$ cat config.mk
export PLATFORM = sky130hd
export DESIGN_NAME = nalu_core
export DESIGN_NICKNAME = d
export VERILOG_FILES = /design/src/rtl/nalu_pkg.sv /design/src/rtl/nalu_radix_arith.sv /design/src/rtl/nalu_bitops.sv /design/src/rtl/nalu_flag_reg.sv /design/src/rtl/nalu_out_stage.sv /design/src/rtl/nalu_core.sv
export SDC_FILE = /design/constraint.sdc
export NUM_CORES = 1
export LEC_CHECK = 0
export BUFFER_PORTS_ARGS = -buffer_cell sky130_fd_sc_hd__buf_2
export CAP_MARGIN = 40
export CORE_AREA = 2 2 66 68
export CTS_BUF_LIST = sky130_fd_sc_hd__clkbuf_4
export CTS_CLUSTER_SIZE = 28
export DETAILED_ROUTE_END_ITERATION = 6
export DIE_AREA = 0 0 68 70
export GPL_TIMING_DRIVEN = 1
export PLACE_DENSITY = 0.76
export SLEW_MARGIN = 0
export SYNTH_ARGS = -nofsm -noshare
export SYNTH_HDL_FRONTEND = slang
export SYNTH_SLANG_ARGS = --single-unit
$ cat constraint.sdc
create_clock -name clk -period 4.2 [get_ports clk]
set_clock_uncertainty 0.15 [all_clocks]
set_input_delay 0.21 -clock clk [delete_from_list [all_inputs] [get_ports clk]]
set_output_delay 0.21 -clock clk [all_outputs]
set_load 0.01 [all_outputs]
$ cat src/rtl/nalu_pkg.sv
package nalu_pkg;

  typedef enum logic [4:0] {
    OP_ADD  = 5'd0,
    OP_ADC  = 5'd1,
    OP_SUB  = 5'd2,
    OP_SBC  = 5'd3,
    OP_CMP  = 5'd4,
    OP_AND  = 5'd5,
    OP_OR   = 5'd6,
    OP_XOR  = 5'd7,
    OP_BIT  = 5'd8,
    OP_SLL  = 5'd9,
    OP_SRL  = 5'd10,
    OP_RL   = 5'd11,
    OP_RR   = 5'd12,
    OP_ADCR = 5'd13,
    OP_SBCR = 5'd14,
    OP_INCR = 5'd15,
    OP_DECR = 5'd16
  } nalu_op_e;

  function automatic logic is_arith(nalu_op_e op);
    return (op == OP_ADD) || (op == OP_ADC) || (op == OP_SUB) ||
           (op == OP_SBC) || (op == OP_CMP) || (op == OP_ADCR) ||
           (op == OP_SBCR) || (op == OP_INCR) || (op == OP_DECR);
  endfunction

  function automatic logic keeps_dest(nalu_op_e op);
    return (op == OP_CMP) || (op == OP_BIT);
  endfunction

endpackage

$ cat src/rtl/nalu_radix_arith.sv
module nalu_radix_arith #(
  parameter int W = 4
) (
  input  logic [W-1:0] a,
  input  logic [W-1:0] b,
  input  logic         cin,
  input  logic [W-1:0] radix,
  input  logic         sub,
  output logic [W-1:0] res,
  output logic         cout
);
  localparam int RW = W + 2;

  logic [RW-1:0] base;
  logic [RW-1:0] a_x;
  logic [RW-1:0] b_x;
  logic [RW-1:0] raw_add;
  logic [RW-1:0] raw_sub;
  logic [RW-1:0] adj;
  logic          unused_hi;

  assign base    = (radix == '0) ? RW'(1 << W) : RW'(radix);
  assign a_x     = RW'(a);
  assign b_x     = RW'(b);
  assign raw_add = a_x + b_x + RW'(cin);
  assign raw_sub = a_x - b_x - RW'(cin);

  always_comb begin
    adj  = '0;
    cout = 1'b0;
    if (sub) begin
      if (raw_sub[RW-1]) begin
        adj  = raw_sub + base;
        cout = 1'b1;
      end else begin
        adj  = raw_sub;
      end
    end else begin
      if (raw_add >= base) begin
        adj  = raw_add - base;
        cout = 1'b1;
      end else begin
        adj  = raw_add;
      end
    end
  end

  assign res       = adj[W-1:0];
  assign unused_hi = &{1'b0, adj[RW-1:W]};
endmodule

$ cat src/rtl/nalu_bitops.sv
module nalu_bitops
  import nalu_pkg::*;
#(
  parameter int W = 4
) (
  input  nalu_op_e     op,
  input  logic [W-1:0] a,
  input  logic [W-1:0] b,
  input  logic         cin,
  output logic [W-1:0] res,
  output logic         cout,
  output logic         c_upd
);
  always_comb begin
    res   = a;
    cout  = cin;
    c_upd = 1'b0;
    case (op)
      OP_AND: res = a & b;
      OP_OR:  res = a | b;
      OP_XOR: res = a ^ b;
      OP_BIT: res = a & b;
      OP_SLL: begin
        res   = {a[W-2:0], 1'b0};
        cout  = a[W-1];
        c_upd = 1'b1;
      end
      OP_SRL: begin
        res   = {1'b0, a[W-1:1]};
        cout  = a[0];
        c_upd = 1'b1;
      end
      OP_RL: begin
        res   = {a[W-2:0], cin};
        cout  = a[W-1];
        c_upd = 1'b1;
      end
      OP_RR: begin
        res   = {cin, a[W-1:1]};
        cout  = a[0];
        c_upd = 1'b1;
      end
      default: begin
        res   = a;
        cout  = cin;
        c_upd = 1'b0;
      end
    endcase
  end
endmodule

$ cat src/rtl/nalu_flag_reg.sv
module nalu_flag_reg (
  input  logic clk,
  input  logic rst_n,
  input  logic upd,
  input  logic c_upd,
  input  logic c_nxt,
  input  logic z_nxt,
  input  logic load,
  input  logic ld_c,
  input  logic ld_z,
  output logic c_q,
  output logic z_q
);
  always_ff @(posedge clk) begin
    if (!rst_n) begin
      c_q <= 1'b0;
      z_q <= 1'b0;
    end else if (load) begin
      c_q <= ld_c;
      z_q <= ld_z;
    end else if (upd) begin
      if (c_upd) c_q <= c_nxt;
      z_q <= z_nxt;
    end
  end

  p_flag_load_r12: assert property (@(posedge clk) disable iff (!rst_n)
    load |=> (c_q == $past(ld_c)) && (z_q == $past(ld_z)));

  p_flag_idle_r12: assert property (@(posedge clk) disable iff (!rst_n)
    (!load && !upd) |=> $stable(c_q) && $stable(z_q));
endmodule

$ cat src/rtl/nalu_out_stage.sv
module nalu_out_stage #(
  parameter int PW = 7
) (
  input  logic          clk,
  input  logic          rst_n,
  input  logic          load,
  input  logic [PW-1:0] d,
  output logic          in_ready,
  output logic          out_valid,
  input  logic          out_ready,
  output logic [PW-1:0] q
);
  assign in_ready = !out_valid || out_ready;

  always_ff @(posedge clk) begin
    if (!rst_n) begin
      out_valid <= 1'b0;
      q         <= '0;
    end else if (in_ready) begin
      out_valid <= load;
      if (load) q <= d;
    end
  end

  p_hold_r13: assert property (@(posedge clk) disable iff (!rst_n)
    (out_valid && !out_ready) |=> out_valid && $stable(q));

  p_drain_r13: assert property (@(posedge clk) disable iff (!rst_n)
    (out_valid && out_ready && !load) |=> !out_valid);
endmodule

$ cat src/rtl/nalu_core.sv
module nalu_core
  import nalu_pkg::*;
#(
  parameter int W = 4
) (
  input  logic         clk,
  input  logic         rst_n,
  input  logic         in_valid,
  output logic         in_ready,
  input  logic [4:0]   in_op,
  input  logic [W-1:0] in_a,
  input  logic [W-1:0] in_b,
  input  logic [W-1:0] in_radix,
  output logic         out_valid,
  input  logic         out_ready,
  output logic [W-1:0] out_data,
  output logic         out_wr,
  output logic         out_c,
  output logic         out_z,
  input  logic         flag_load,
  input  logic         flag_c_ld,
  input  logic         flag_z_ld,
  output logic         flag_c,
  output logic         flag_z
);
  localparam int PW = W + 3;

  nalu_op_e     op;
  logic         accept;
  logic [W-1:0] ar_b;
  logic         ar_cin;
  logic [W-1:0] ar_radix;
  logic         ar_sub;
  logic [W-1:0] ar_res;
  logic         ar_cout;
  logic [W-1:0] bo_res;
  logic         bo_cout;
  logic         bo_cupd;
  logic [W-1:0] val;
  logic         c_nxt;
  logic         c_upd;
  logic         z_nxt;
  logic         wr_nxt;
  logic [W-1:0] data_nxt;
  logic [PW-1:0] pay_d;
  logic [PW-1:0] pay_q;

  assign op     = nalu_op_e'(in_op);
  assign accept = in_valid && in_ready;

  always_comb begin
    ar_b     = in_b;
    ar_cin   = 1'b0;
    ar_radix = '0;
    ar_sub   = 1'b0;
    case (op)
      OP_ADC:  ar_cin = flag_c;
      OP_SUB:  ar_sub = 1'b1;
      OP_CMP:  ar_sub = 1'b1;
      OP_SBC: begin
        ar_sub = 1'b1;
        ar_cin = flag_c;
      end
      OP_ADCR: begin
        ar_cin   = flag_c;
        ar_radix = in_radix;
      end
      OP_SBCR: begin
        ar_sub   = 1'b1;
        ar_cin   = flag_c;
        ar_radix = in_radix;
      end
      OP_INCR: begin
        ar_b     = '0;
        ar_cin   = 1'b1;
        ar_radix = in_radix;
      end
      OP_DECR: begin
        ar_b     = '0;
        ar_cin   = 1'b1;
        ar_sub   = 1'b1;
        ar_radix = in_radix;
      end
      default: begin
        ar_b   = in_b;
        ar_cin = 1'b0;
      end
    endcase
  end

  nalu_radix_arith #(.W(W)) u_arith (
    .a     (in_a),
    .b     (ar_b),
    .cin   (ar_cin),
    .radix (ar_radix),
    .sub   (ar_sub),
    .res   (ar_res),
    .cout  (ar_cout)
  );

  nalu_bitops #(.W(W)) u_bitops (
    .op    (op),
    .a     (in_a),
    .b     (in_b),
    .cin   (flag_c),
    .res   (bo_res),
    .cout  (bo_cout),
    .c_upd (bo_cupd)
  );

  always_comb begin
    if (is_arith(op)) begin
      val   = ar_res;
      c_nxt = ar_cout;
      c_upd = 1'b1;
    end else begin
      val   = bo_res;
      c_nxt = bo_cout;
      c_upd = bo_cupd;
    end
    z_nxt    = (val == '0);
    wr_nxt   = !keeps_dest(op);
    data_nxt = keeps_dest(op) ? in_a : val;
  end

  nalu_flag_reg u_flags (
    .clk   (clk),
    .rst_n (rst_n),
    .upd   (accept),
    .c_upd (c_upd),
    .c_nxt (c_nxt),
    .z_nxt (z_nxt),
    .load  (flag_load),
    .ld_c  (flag_c_ld),
    .ld_z  (flag_z_ld),
    .c_q   (flag_c),
    .z_q   (flag_z)
  );

  assign pay_d = {wr_nxt, c_nxt, z_nxt, data_nxt};

  nalu_out_stage #(.PW(PW)) u_out (
    .clk       (clk),
    .rst_n     (rst_n),
    .load      (accept),
    .d         (pay_d),
    .in_ready  (in_ready),
    .out_valid (out_valid),
    .out_ready (out_ready),
    .q         (pay_q)
  );

  assign out_wr   = pay_q[PW-1];
  assign out_c    = pay_q[PW-2];
  assign out_z    = pay_q[PW-3];
  assign out_data = pay_q[W-1:0];

  // with in-range digits the adjusted result stays below the base
  logic [W:0] chk_base;
  assign chk_base = (in_radix == '0) ? (W+1)'(1 << W) : (W+1)'(in_radix);

  p_radix_range_r3: assert property (@(posedge clk) disable iff (!rst_n)
    (accept && (op == OP_ADCR || op == OP_SBCR) &&
     ((W+1)'(in_a) < chk_base) && ((W+1)'(in_b) < chk_base))
    |-> ((W+1)'(ar_res) < chk_base));

  p_logic_keeps_c_r7: assert property (@(posedge clk) disable iff (!rst_n)
    (accept && !flag_load &&
     (op == OP_AND || op == OP_OR || op == OP_XOR || op == OP_BIT))
    |=> flag_c == $past(flag_c));

  p_cmp_nowrite_r6: assert property (@(posedge clk) disable iff (!rst_n)
    (accept && op == OP_CMP) |=> !out_wr && (out_data == $past(in_a)));

  p_sll_fill_r9: assert property (@(posedge clk) disable iff (!rst_n)
    (accept && op == OP_SLL) |=> out_valid && !out_data[0]);

  p_srl_fill_r9: assert property (@(posedge clk) disable iff (!rst_n)
    (accept && op == OP_SRL) |=> out_valid && !out_data[W-1]);
endmodule

## Word-level counts from Yosys, hierarchy flattened

Cells that the tools add are included.

- Word-level logic and storage cells: 81
- Output and inout port bits: 11
- Bits in registers: 10

- $add $sub $neg: 6
- Bitwise logic cells: 3
- Reductions and logical operators: 28
- Equality and inequality tests: 16
- Magnitude comparators: 1
- Mux-type cells: 23

Operators by type and width:

| kind | number |
|---|---|
| $eq 5x4->1 const B | 8 |
| $mux 4 | 7 |
| $pmux 4 s7 | 1 |
| $eq 5x3->1 const B | 4 |
| $mux 1 | 12 |
| $reduce_or 4->1 | 3 |
| $eq 5x2->1 const B | 2 |
| $logic_or 1x1->1 | 10 |
| $logic_not 4->1 | 2 |
| $reduce_or 2->1 | 4 |
| $add 5x1->6 | 1 |
| $ge 6x5->1 | 1 |
| $sub 6x1->6 | 1 |
| $add 4x4->5 | 1 |
| $eq 5x1->1 const B | 1 |
| $eq 5x5->1 const B | 1 |
| $logic_not 5->1 | 1 |
| $mux 5 | 1 |
| $reduce_or 5->1 | 1 |
| $sub 4x4->5 | 1 |
| $add 4x4->4 | 1 |
| $and 4x4->4 | 1 |
| $or 4x4->4 | 1 |
| $pmux 1 s2 | 2 |
| 6 further kinds | 9 |

## Logic depth before layout (Yosys ltp)

- Depth in word-level cells: 13
- Mapped depth: 21

## Hierarchy

A second synthesis with hierarchy kept.

- Cell total of the unflattened synthesis: 256
- Area total of the unflattened synthesis: 2,108.3 um^2

Modules (own cells, without submodules):

| module | sequential area each (um^2) | area an instance (um^2) | cells an instance | times used |
|---|---|---|---|---|
| nalu_radix_arith | 0.0 | 879.6 | 106 | 1 |
| nalu_bitops | 0.0 | 465.4 | 54 | 1 |
| nalu_out_stage | 160.2 | 332.8 | 35 | 1 |
| nalu_core | 0.0 | 331.6 | 52 | 1 |
| nalu_flag_reg | 40.0 | 98.8 | 9 | 1 |

## Least setup slack after synthesis

OpenSTA, ideal clock, no wires.

- Path type: input to register
- Start: in in_op[3]
- End: reg u_flags.z_q
- Data arrival time: 4.316 ns
- Path buffers: 2
- Required time: 3.990 ns
- Stages: 18
- Setup slack: -0.326 ns
- Cells stage by stage: buf_4 > buf_2 > nor2_1 > and2_1 > a31oi_1 > and2_1 > fa_1 > inv_1 > fa_1 > inv_1 > fa_1 > a211oi_1 > nor3_1 > nor2b_1 > mux2_2 > a221o_1 > nor4b_2 > o221a_1

- Word-level cells in the longest chain between the ends: 13
- Elaborated cells between the ends (all ways): 51
- Those cells by class: add/sub (6); order compare (1); eq/ne (16); mux (12); reduce/logical (16)

Ends and longest elaborated chain:

| item | line | text |
|---|---|---|
| start: declaration | nalu_core.sv:10 | `input logic [4:0] in_op,` |
| parallel branches: the longest is 9 deep, another holds $sub 6x1->6 | -- |  |
| $mux 4 (*) | nalu_core.sv:112 | `if (is_arith(op)) begin` |
| $logic_not 4->1 (*) | nalu_core.sv:121 | `z_nxt = (val == '0);` |
| $mux 1 (*) | nalu_flag_reg.sv:21 | `end else if (upd) begin` |
| $mux 1 (*) | nalu_flag_reg.sv:18 | `end else if (load) begin` |
| end signal: assignment | nalu_flag_reg.sv:20 | `z_q <= ld_z;` |
| end signal: assignment | nalu_flag_reg.sv:23 | `z_q <= z_nxt;` |
| end: declaration | nalu_flag_reg.sv:12 | `output logic z_q` |

Mark *: on every way between the ends. The select of a mux whose other input is x is not followed.
A chain may end at the register's enable or synchronous reset.

## Final worst setup path

- Start: reg u_flags.c_q
- End: reg u_flags.z_q

- Word-level cells in the longest chain between the ends: 9
- Elaborated cells between the ends (all ways): 14
- Those cells by class: add/sub (4); order compare (1); mux (8); reduce/logical (1)

Ends and longest elaborated chain:

| item | line | text |
|---|---|---|
| start: declaration | nalu_flag_reg.sv:11 | `output logic c_q,` |
| start signal: assignment | nalu_flag_reg.sv:19 | `c_q <= ld_c;` |
| start signal: assignment | nalu_flag_reg.sv:22 | `if (c_upd) c_q <= c_nxt;` |
| $pmux 1 s2 | nalu_core.sv:56 | `case (op)` |
| $sub 6x1->6 or $add 5x1->6 (tied branches) | nalu_radix_arith.sv:26, nalu_radix_arith.sv:25 |  |
| $add 4x4->4, or another cell as far along | nalu_radix_arith.sv:33 | `adj = raw_sub + base;` |
| $mux 4, on equally long branches | nalu_radix_arith.sv:32, nalu_radix_arith.sv:39 |  |
| $mux 4 | nalu_radix_arith.sv:31 | `if (sub) begin` |
| $mux 4 (*) | nalu_core.sv:112 |  |
| $logic_not 4->1 (*) | nalu_core.sv:121 |  |
| $mux 1 (*) | nalu_flag_reg.sv:21 |  |
| $mux 1 (*) | nalu_flag_reg.sv:18 |  |

Mark *: on every way between the ends. The rest lies on a longest branch, timed or not. The select of a mux whose other input is x is not followed.

==> results.cfg <==
[outcome]
status = finished, final reports clean

[power_and_ir_drop]
p_clk_frac = 0.137
p_total_uw = 501
switching_share = 0.437
power.internal_uw = 282
seqPwrFrac = 0.215
power.density_nw_per_um2 = 208
p_switching_uw = 219
p_leak_nw = 1.18
ir_drop_mv = 0.0718
combPwrFrac = 0.648

[cts]
clock-root-buffer = clkbuf_4
cts-buffers-inserted = 3
cts_max_level = 1
cts.sinks = 10
cts_buffer_depth = 2
cts_tree = built
path_clk_slew_ns = 0.07
clock_latency_ns = 0.27

[cells_and_area]
layout_commonest_cell = buf_2
fin_nets = 364
fill_cells = 415
multi_input_area_um2 = 1690
drive_gt1_frac = 0.262
final_util = 0.582
n_antenna_cell = 0
mostFrequentLayoutCells = buf_2 (34), nand2_1 (28), inv_1 (25), ha_1 (25), buf_4 (21)
final_cells = 361
syn_to_final_growth_pct = 17.9
fin_area_um2 = 2410
seq_area_um2 = 201

[timing]
max_freq_mhz = 252
min_period_ns = 3.97
hold_viol_final = 0
tightest_slew_ns = 0.876
maxSlewViolCount = 0
setup_viol = 0
post-route-period-util = 0.946
rsz0062_at_grt = no
slew_headroom = 0.412
setup_tns_ns = 0

[place]
dp_hpwl_um = 4280
gp_congestion = 0.936
place_area_um2 = 2370
port-buffer-count = 34
placedCellCount = 357

[min_path]
hold_start = in_valid
holdPathStages = 3
hold_class = input pin to flip-flop
hold_end = u_out.out_valid

[floorplanning]
start_util = 0.493
die_w_um = 68
die_area_um2 = 4760
rows = 24
die_h_um = 70
core-area_um2 = 4140
ioPinCount = 35

[routing]
wirelength_met1_um = 2330
via_per_inst = 5.70
wl_um = 5310
vias = 2058
ant_nets = 0
drtIter0Drc = 151
firstDrtPassIters = 4
wl_met3_um = 247
route.met2.wl_um = 2660
wl_per_cell_um = 14.7
route.detailed.drc = 0
highest_layer = met4

[setup_path]
crit_path_start_kind = flip-flop
end_kind = flip-flop
cp.arrival_ns = 4.04
critPathKind = flip-flop to flip-flop
worstReg2RegStart = u_flags.c_q
r2r-end = u_flags.z_q
worstPathRequired_ns = 4.27
r2r_cells = 15
worst-path-max-fanout = 7
r2r_setup_slack_ns = 0.23

[global_route]
antenna_found_initial = 0
gr-usage-all-layers = 0.233
grt_pass1_wl_um = 8800
grt_max_degree = 18
gr-total-overflow = 0
grt_pass1_vias = 2001

[logic_synthesis]
synth_ff_type = dfxtp_1
synthCells = 264
ys_seq_elements = 10
yosysWarnings = 0
syn-num-nets = 318
synth_area_um2 = 2040
yosysSeqAreaShare = 0.0980
async_reset_ff_frac = 0
synth-edff-count = 0
ys_types = 64
synth_area_per_cell_um2 = 7.74

[run]
maxCapViolations = 0
[per-layer routing]
metal	GRT usage	vias to the layer above
met5	0	-
met4	0.0600	0
met3	0.0290	6
met2	0.399	60
met1	0.303	946
li1	-	1046
[Yosys cell counts, types with 5 or more instances]
| cell | count | area [um2] |
|---|---|---|
| nand2_1 | 28 | 105 |
| inv_1 | 26 | 97.6 |
| ha_1 | 25 | 313 |
| a21oi_1 | 14 | 70.1 |
| nor2_1 | 13 | 48.8 |
| dfxtp_1 | 10 | 200 |
| o21ai_0 | 10 | 50.1 |
| a21o_1 | 7 | 52.6 |
| buf_2 | 7 | 35.0 |
| mux2i_1 | 6 | 60.1 |
| nor3_1 | 6 | 30.0 |
| xor2_1 | 6 | 52.6 |
| and2_1 | 5 | 31.3 |
| fa_1 | 5 | 100 |
| nand2b_1 | 5 | 31.3 |
| nand3_1 | 5 | 25.0 |
[worst max-delay path, cell delays in order (launching register included)]
cell	delay (ns)
dfxtp_2	0.40
and3b_1	0.17
o21ai_0	0.06
nand2_1	0.13
fa_2	0.22
inv_1	0.05
fa_1	0.51
inv_2	0.05
fa_1	0.44
a211oi_2	0.27
nor3_1	0.09
nor2b_2	0.15
mux2_2	0.34
a221o_1	0.37
nor4b_4	0.30
o221a_1	0.21
[power by group through the flow]
stage	Clock, mW	Combinational, mW	Sequential, mW
finish	0.0685	0.324	0.108
global route	0.0774	0.360	0.109
CTS	0.0708	0.316	0.107
detailed placement	0	0.314	0.110
global placement	0	0.308	0.109
floorplan	0	0.217	0.113
[stage by stage]
stage	setup slack [ns]	hold WS [ns]
after floorplan	0.00693	0.190
after global placement	0.0461	0.299
after detailed placement	-0.0163	0.312
after CTS	0.127	0.0325
after global routing	0.00190	0.0304
final	0.228	0.0432
[cells by family (layout without fill, tap and decap cells)]
| group | count (synthesis) | after routing | share of synthesized area |
|---|---|---|---|
| and+or+nand+nor | 93 | 93 | 0.258 |
| AOI/OAI and AO/OA | 70 | 70 | 0.253 |
| buffers and inverters | 40 | 85 | 0.0888 |
| adders and majority gates | 31 | 31 | 0.208 |
| xor gates and xnor gates | 10 | 10 | 0.0429 |
| muxes | 10 | 10 | 0.0514 |
| DFF | 10 | 10 | 0.0980 |
[flip-flops by register name, summed over array words and instances (netlist names)]
register / flops
u_out.out_valid: 1
u_flags.c_q: 1
u_out.q: 7
u_flags.z_q: 1
[repair_timing]
item,in CTS,in global routing
setup endpoints to repair,0,2
gates resized for setup,0,5
endpoints found under the hold margin,0,0
hold buffers,0,0
buffers inserted,0,0
[worst max-delay path by stage]
| stage | end | depth (start not counted) | from |
|---|---|---|---|
| 3_5_place_dp | u_flags.z_q | 17 | in_op[4] |
| 4_1_cts | u_flags.z_q | 15 | u_flags.c_q |
| 2_1_floorplan | u_flags.z_q | 18 | in_op[3] |
| 3_3_place_gp | u_flags.z_q | 17 | in_op[1] |
| 6_report | u_flags.z_q | 15 | u_flags.c_q |
| 5_1_grt | u_flags.z_q | 15 | u_flags.c_q |
[layout make-up]
type / count / share of cell area
flip-flops and latches: 10 / 0.0836
clock inverters: 1 / 0.00156
well taps: 52 / 0.0270
clock buffers: 3 / 0.00935
multi-input cells: 214 / 0.702
repair buffers: 55 / 0.136
inverters: 26 / 0.0405
Power figures use the tool's default switching activity.
